**src/rtl/irq_pkg.sv**
```systemverilog
package irq_pkg;
  localparam int ADDR_CTRL  = 0;
  localparam int ADDR_SUM   = 1;
  localparam int ADDR_GMASK = 2;
  localparam int ADDR_BASE  = 4;

  function automatic int stat_addr(input int g);
    return ADDR_BASE + 2 * g;
  endfunction

  function automatic int bmask_addr(input int g);
    return ADDR_BASE + 2 * g + 1;
  endfunction
endpackage

```
**src/rtl/irq_status_bank.sv**
```systemverilog
module irq_status_bank #(
  parameter int GRP_W = 8
) (
  input  logic             clk,
  input  logic             rst_n,
  input  logic [GRP_W-1:0] evt_i,
  input  logic             clr_i,
  input  logic [GRP_W-1:0] bmask_i,
  output logic [GRP_W-1:0] status_o,
  output logic             flag_o
);
  logic [GRP_W-1:0] status_q;

  // a clearing read and a new event in one cycle: the event wins
  always_ff @(posedge clk or negedge rst_n) begin
    if (!rst_n) status_q <= '0;
    else        status_q <= (clr_i ? '0 : status_q) | evt_i;
  end

  assign status_o = status_q;
  assign flag_o   = |(status_q & ~bmask_i);
endmodule

```
**src/rtl/irq_regs.sv**
```systemverilog
module irq_regs #(
  parameter int NUM_GRP = 4,
  parameter int GRP_W   = 8,
  parameter int DATA_W  = 8,
  parameter int ADDR_W  = 4
) (
  input  logic                            clk,
  input  logic                            rst_n,
  input  logic [ADDR_W-1:0]               reg_addr,
  input  logic                            reg_rd,
  input  logic                            reg_wr,
  input  logic [DATA_W-1:0]               reg_wdata,
  output logic [DATA_W-1:0]               reg_rdata,
  input  logic [NUM_GRP-1:0][GRP_W-1:0]   status_i,
  input  logic [NUM_GRP-1:0]              gflag_i,
  output logic [NUM_GRP-1:0][GRP_W-1:0]   bmask_o,
  output logic [NUM_GRP-1:0]              gmask_o,
  output logic                            pol_o,
  output logic                            hib_mode_o,
  output logic [NUM_GRP-1:0]              clr_o
);
  import irq_pkg::*;

  logic                          pol_q, hib_q;
  logic [NUM_GRP-1:0]            gmask_q;
  logic [NUM_GRP-1:0][GRP_W-1:0] bmask_q;
  logic [DATA_W-1:0]             rd_val, rdata_q;

  always_ff @(posedge clk or negedge rst_n) begin
    if (!rst_n) begin
      pol_q   <= 1'b0;
      hib_q   <= 1'b0;
      gmask_q <= '0;
    end else if (reg_wr) begin
      if (reg_addr == ADDR_W'(ADDR_CTRL)) begin
        pol_q <= reg_wdata[0];
        hib_q <= reg_wdata[1];
      end
      if (reg_addr == ADDR_W'(ADDR_GMASK)) gmask_q <= reg_wdata[NUM_GRP-1:0];
    end
  end

  for (genvar g = 0; g < NUM_GRP; g++) begin : g_grp
    always_ff @(posedge clk or negedge rst_n) begin
      if (!rst_n) bmask_q[g] <= '0;
      else if (reg_wr && reg_addr == ADDR_W'(bmask_addr(g)))
        bmask_q[g] <= reg_wdata[GRP_W-1:0];
    end
    assign clr_o[g] = reg_rd && (reg_addr == ADDR_W'(stat_addr(g)));
  end

  always_comb begin
    rd_val = '0;
    if (reg_addr == ADDR_W'(ADDR_CTRL))  rd_val[1:0] = {hib_q, pol_q};
    if (reg_addr == ADDR_W'(ADDR_SUM))   rd_val[NUM_GRP-1:0] = gflag_i;
    if (reg_addr == ADDR_W'(ADDR_GMASK)) rd_val[NUM_GRP-1:0] = gmask_q;
    for (int g = 0; g < NUM_GRP; g++) begin
      if (reg_addr == ADDR_W'(stat_addr(g)))  rd_val[GRP_W-1:0] = status_i[g];
      if (reg_addr == ADDR_W'(bmask_addr(g))) rd_val[GRP_W-1:0] = bmask_q[g];
    end
  end

  always_ff @(posedge clk or negedge rst_n) begin
    if (!rst_n)      rdata_q <= '0;
    else if (reg_rd) rdata_q <= rd_val;
  end

  assign reg_rdata  = rdata_q;
  assign bmask_o    = bmask_q;
  assign gmask_o    = gmask_q;
  assign pol_o      = pol_q;
  assign hib_mode_o = hib_q;
endmodule

```
**src/rtl/irq_out_stage.sv**
```systemverilog
module irq_out_stage #(
  parameter int NUM_GRP = 4
) (
  input  logic               clk,
  input  logic               rst_n,
  input  logic [NUM_GRP-1:0] gflag_i,
  input  logic [NUM_GRP-1:0] gmask_i,
  input  logic               pol_i,
  input  logic               hib_mode_i,
  input  logic               hib_i,
  output logic               irq_o
);
  logic active;
  logic irq_q;

  assign active = (|(gflag_i & ~gmask_i)) && !(hib_i && hib_mode_i);

  always_ff @(posedge clk or negedge rst_n) begin
    if (!rst_n) irq_q <= 1'b1;
    else        irq_q <= pol_i ? active : !active;
  end

  assign irq_o = irq_q;
endmodule

```
**src/rtl/irq_ctrl_top.sv**
```systemverilog
module irq_ctrl_top #(
  parameter int NUM_GRP = 4,
  parameter int GRP_W   = 8,
  parameter int DATA_W  = 8,
  parameter int ADDR_W  = 4
) (
  input  logic                     clk,
  input  logic                     rst_n,
  input  logic [NUM_GRP*GRP_W-1:0] evt_in,
  input  logic                     hib_in,
  input  logic [ADDR_W-1:0]        reg_addr,
  input  logic                     reg_rd,
  input  logic                     reg_wr,
  input  logic [DATA_W-1:0]        reg_wdata,
  output logic [DATA_W-1:0]        reg_rdata,
  output logic                     irq_out
);
  logic [NUM_GRP-1:0][GRP_W-1:0] status_q;
  logic [NUM_GRP-1:0][GRP_W-1:0] bmask_q;
  logic [NUM_GRP-1:0]            clr, gflag, gmask_q;
  logic                          ctrl_pol, ctrl_hib;

  for (genvar g = 0; g < NUM_GRP; g++) begin : g_bank
    irq_status_bank #(.GRP_W(GRP_W)) u_bank (
      .clk     (clk),
      .rst_n   (rst_n),
      .evt_i   (evt_in[g*GRP_W +: GRP_W]),
      .clr_i   (clr[g]),
      .bmask_i (bmask_q[g]),
      .status_o(status_q[g]),
      .flag_o  (gflag[g])
    );
  end

  irq_regs #(.NUM_GRP(NUM_GRP), .GRP_W(GRP_W), .DATA_W(DATA_W), .ADDR_W(ADDR_W)) u_regs (
    .clk       (clk),
    .rst_n     (rst_n),
    .reg_addr  (reg_addr),
    .reg_rd    (reg_rd),
    .reg_wr    (reg_wr),
    .reg_wdata (reg_wdata),
    .reg_rdata (reg_rdata),
    .status_i  (status_q),
    .gflag_i   (gflag),
    .bmask_o   (bmask_q),
    .gmask_o   (gmask_q),
    .pol_o     (ctrl_pol),
    .hib_mode_o(ctrl_hib),
    .clr_o     (clr)
  );

  irq_out_stage #(.NUM_GRP(NUM_GRP)) u_out (
    .clk       (clk),
    .rst_n     (rst_n),
    .gflag_i   (gflag),
    .gmask_i   (gmask_q),
    .pol_i     (ctrl_pol),
    .hib_mode_i(ctrl_hib),
    .hib_i     (hib_in),
    .irq_o     (irq_out)
  );
endmodule

```
**config.mk**
```make
export PLATFORM = sky130hd
export DESIGN_NAME = irq_ctrl_top
export DESIGN_NICKNAME = d
export VERILOG_FILES = /design/src/rtl/irq_pkg.sv /design/src/rtl/irq_status_bank.sv /design/src/rtl/irq_regs.sv /design/src/rtl/irq_out_stage.sv /design/src/rtl/irq_ctrl_top.sv
export SDC_FILE = /design/constraint.sdc
export NUM_CORES = 1
export LEC_CHECK = 0
export BUFFER_PORTS_ARGS = -buffer_cell sky130_fd_sc_hd__buf_4
export CORE_UTILIZATION = 51
export DETAILED_ROUTE_END_ITERATION = 12
export MAX_ROUTING_LAYER = met4
export PLACE_DENSITY = 0.79
export SLEW_MARGIN = 40
export SYNTH_ARGS = -nofsm -noshare
export SYNTH_HDL_FRONTEND = slang
export SYNTH_SLANG_ARGS = --single-unit
```
**constraint.sdc**
```tcl
create_clock -name clk -period 1.7 [get_ports clk]
set_input_delay 0.34 -clock clk [delete_from_list [all_inputs] [get_ports clk]]
set_output_delay 0.34 -clock clk [all_outputs]
set_load 0.01 [all_outputs]
```
==> results.txt <==
Core area - 7290 sq um
Post-route clock skew - 0.00554 ns
Final wirelength - 10.5 mm
Detailed-route DRC error count - 0
Final setup vio count - 0
Synth cell types - 46
Largest net degree at the start of global routing - 42
Final GP Congestion - 0.929
Commonest cells in the netlist - dfrtp_1, mux2_2, a21o_1
Post-synth EDFFs - 0
Sw Ratio - 27.8%
Vias per cell - 5.68
Dominant cells by area after synthesis - dfrtp_1, mux2_2, a21o_1
Yosys Warn Count - 0
Initial antenna violation count - 0
Placed cell count - 548
Setup Buffers After CTS - 0
Worst vdd ir - 0.000691 V
Area growth, synth to finish - 30.8%
Switching power total - 1350 uW
Rel. slew slack - 74.3%
Least-Margin Pin Slew - 0.386 ns
Asr flop ratio synth - 100%
Share of cells above drive strength 1 - 37.4%
Clock power share - 31.7%
Max Root-Sink Buffers - 2
Clk sinks - 79
Int Pwr - 3510 uW
Via Count - 3204
Tmin final - 1.67 ns
Mapped Nets - 401
Mean Syn Cell Area - 11.0 sq um
Startpoint types - flip-flop
Max-slew violation count - 0
Total Routing Usage GR - 29.6%
DRT Pass-1 Iters - 5
Part of the power in registers - 48.6%
Final ANT Viol Nets - 0
Synthesized area - 3860 sq um
Top FF cell, synth - dfrtp_1
Cell Count, Final, Fillers Out - 564
GR Overflow Total - 0
Share of the synthesized area in the top cell type - 50.6%
Status - completed
Clock root cell - clkbuf_8
Hold Path Class - in -> reg
Fillers - 591
Final Hold Viols - 0
Maximum fanout along the worst path - 2
Ant. Diodes - 0
FF+latch count, synth - 79
Hpwl dp - 8.16 mm
Boundary pin count - 58
Overall power - 4860 uW
Top-count cell post-synth - dfrtp_1
Row count - 31
Initial DRC count - 241
Die area - 7920 sq um
Combinational power share - 19.7%
TritonCTS clock tree - done
Clk slew on worst S/H paths - 0.08 ns
Number of global-route vias before repair - 3128
Global-route wire length before repair - 16.4 mm
# Max-Cap Violations - 0
Critical Path Sink Type - flip-flop
Total CTS buffers - 9
Static Leakage - 0.00236 uW
Nets - 509
Gate count after technology mapping - 352
Worst hold slack - 0.155 ns
Die Span Y - 89.0 microns
Max Clk Rate - 597 MHz
Pwr Density - 963 nW/um^2
Critical path class - reg -> reg
Routed length per placed instance - 18.7 microns
PortBufs - 57
Die X - 89.0 microns
Worst EP arrival - 1.92 ns
H-tree levels - 3
Worst-Skew Late Latency - 0.35 ns
Crit share post-route - 98.5%
Post-synth top area cell - dfrtp_1
Seq/Total Area, Yosys - 51.3%
Initial Utilization - 52.9%
RSZ-0062 raised after global routing - true
Critical Path RT - 1.95 ns
area by class of cell:
type	instances	area (sq um)	area share, %
Multi-Input combinational cell	227	1690	33.5
Clock inverter	7	97.6	1.93
Tap cell	99	124	2.45
Sequential cell	79	1980	39.2
Timing Repair Buffer	114	921	18.2
Inverter	29	109	2.16
Clock buffer	9	124	2.45
metal layers:
| layer | track usage, % | vias up | share of wire, % |
|---|---|---|---|
| met5 | - | - | 0 |
| met4 | 7.07 | 0 | 1.5 |
| met3 | 6.09 | 16 | 5.6 |
| met2 | 47.3 | 121 | 48 |
| met1 | 39.1 | 1578 | 45 |
| li1 | - | 1489 | - |
sequential cells by signal, summed over array words and instances, names as in the netlist:
register / flops
g_bank.u_bank.status_o: 32
u_out.irq_o: 1
u_regs.bmask_o: 32
u_regs.gmask_o: 4
u_regs.hib_mode_o: 1
u_regs.pol_o: 1
u_regs.reg_rdata: 8
power by group through the flow:
stage,Sequential [uW],Clock (uW),Combinational (uW)
6_report,2360,1540,957
4_1_cts,2360,1570,947
2_1_floorplan,2330,0,491
5_1_grt,2390,1640,1040
3_5_place_dp,2390,0,939
3_3_place_gp,2380,0,909
per-stage QoR:
stage | setup TNS, ns | area [sq um] | setup WS (ns) | utilization, %
floorplan | 0 | 3860 | 0.0954 | -
global placement | -0.112 | 4800 | -0.0402 | 65.8
detailed placement | -0.191 | 4800 | -0.0343 | 65.8
CTS | 0 | 5030 | 0.0149 | 69.0
global route | -0.0814 | 5050 | -0.0814 | 69.2
finish | 0 | 5050 | 0.0258 | 69.2
logic make-up (layout without fill, tap and decap cells):
logic type,count (synthesis),in the layout,share of synthesized area [%]
compound gates,107,107,18.9
mux,48,48,15.1
xor+xnor,1,1,0.227
buf+inv,46,159,5.45
simple gates,71,71,8.98
flops,79,79,51.3
cell usage in the layout, fill, tap and decap left out, drive strengths merged, types with 4 or more instances in the layout:
master  instances
o22ai          19
buf           113
mux4            4
nand2b          7
o21ai          15
nand3          10
dfrtp          78
mux2           39
clkbuf          9
a21o           33
nand2          21
o211ai          4
nor2           15
nor2b           6
a21oi          14
a22oi           4
mux2i           5
inv            29
worst max-delay path: stages (launching register included):
cell,delay (ns)
dfrtp_1,0.39
inv_1,0.09
o22ai_1,0.15
o311a_1,0.40
a2111oi_2,0.20
a21oi_1,0.07
mux2_4,0.26
worst paths after layout:
path / startpoint / end / slack, ns / depth (start not counted)
min in group asynchronous: rst_n / u_regs.reg_rdata[0] / 0.44 / 2
setup reg to reg: g_bank[2].u_bank.status_o[7] / u_regs.reg_rdata[2] / 0.03 / 6
setup / recovery: g_bank[2].u_bank.status_o[7] / u_regs.reg_rdata[2] / 0.03 / 6
hold reg to reg: g_bank[0].u_bank.status_o[1] / g_bank[0].u_bank.status_o[1] / 0.48 / 1
max in group asynchronous: rst_n / u_regs.bmask_o[19] / 0.73 / 3
hold / removal: evt_in[10] / g_bank[1].u_bank.status_o[2] / 0.15 / 2
what timing repair did:
action,4_1_cts,5_1_grt
pin swaps,1,2
endpoints found under the setup margin,2,2
hold buffers,1,0
gates resized for setup,2,3
hold endpoints to repair,22,0
(Power assumes the default switching activity.)
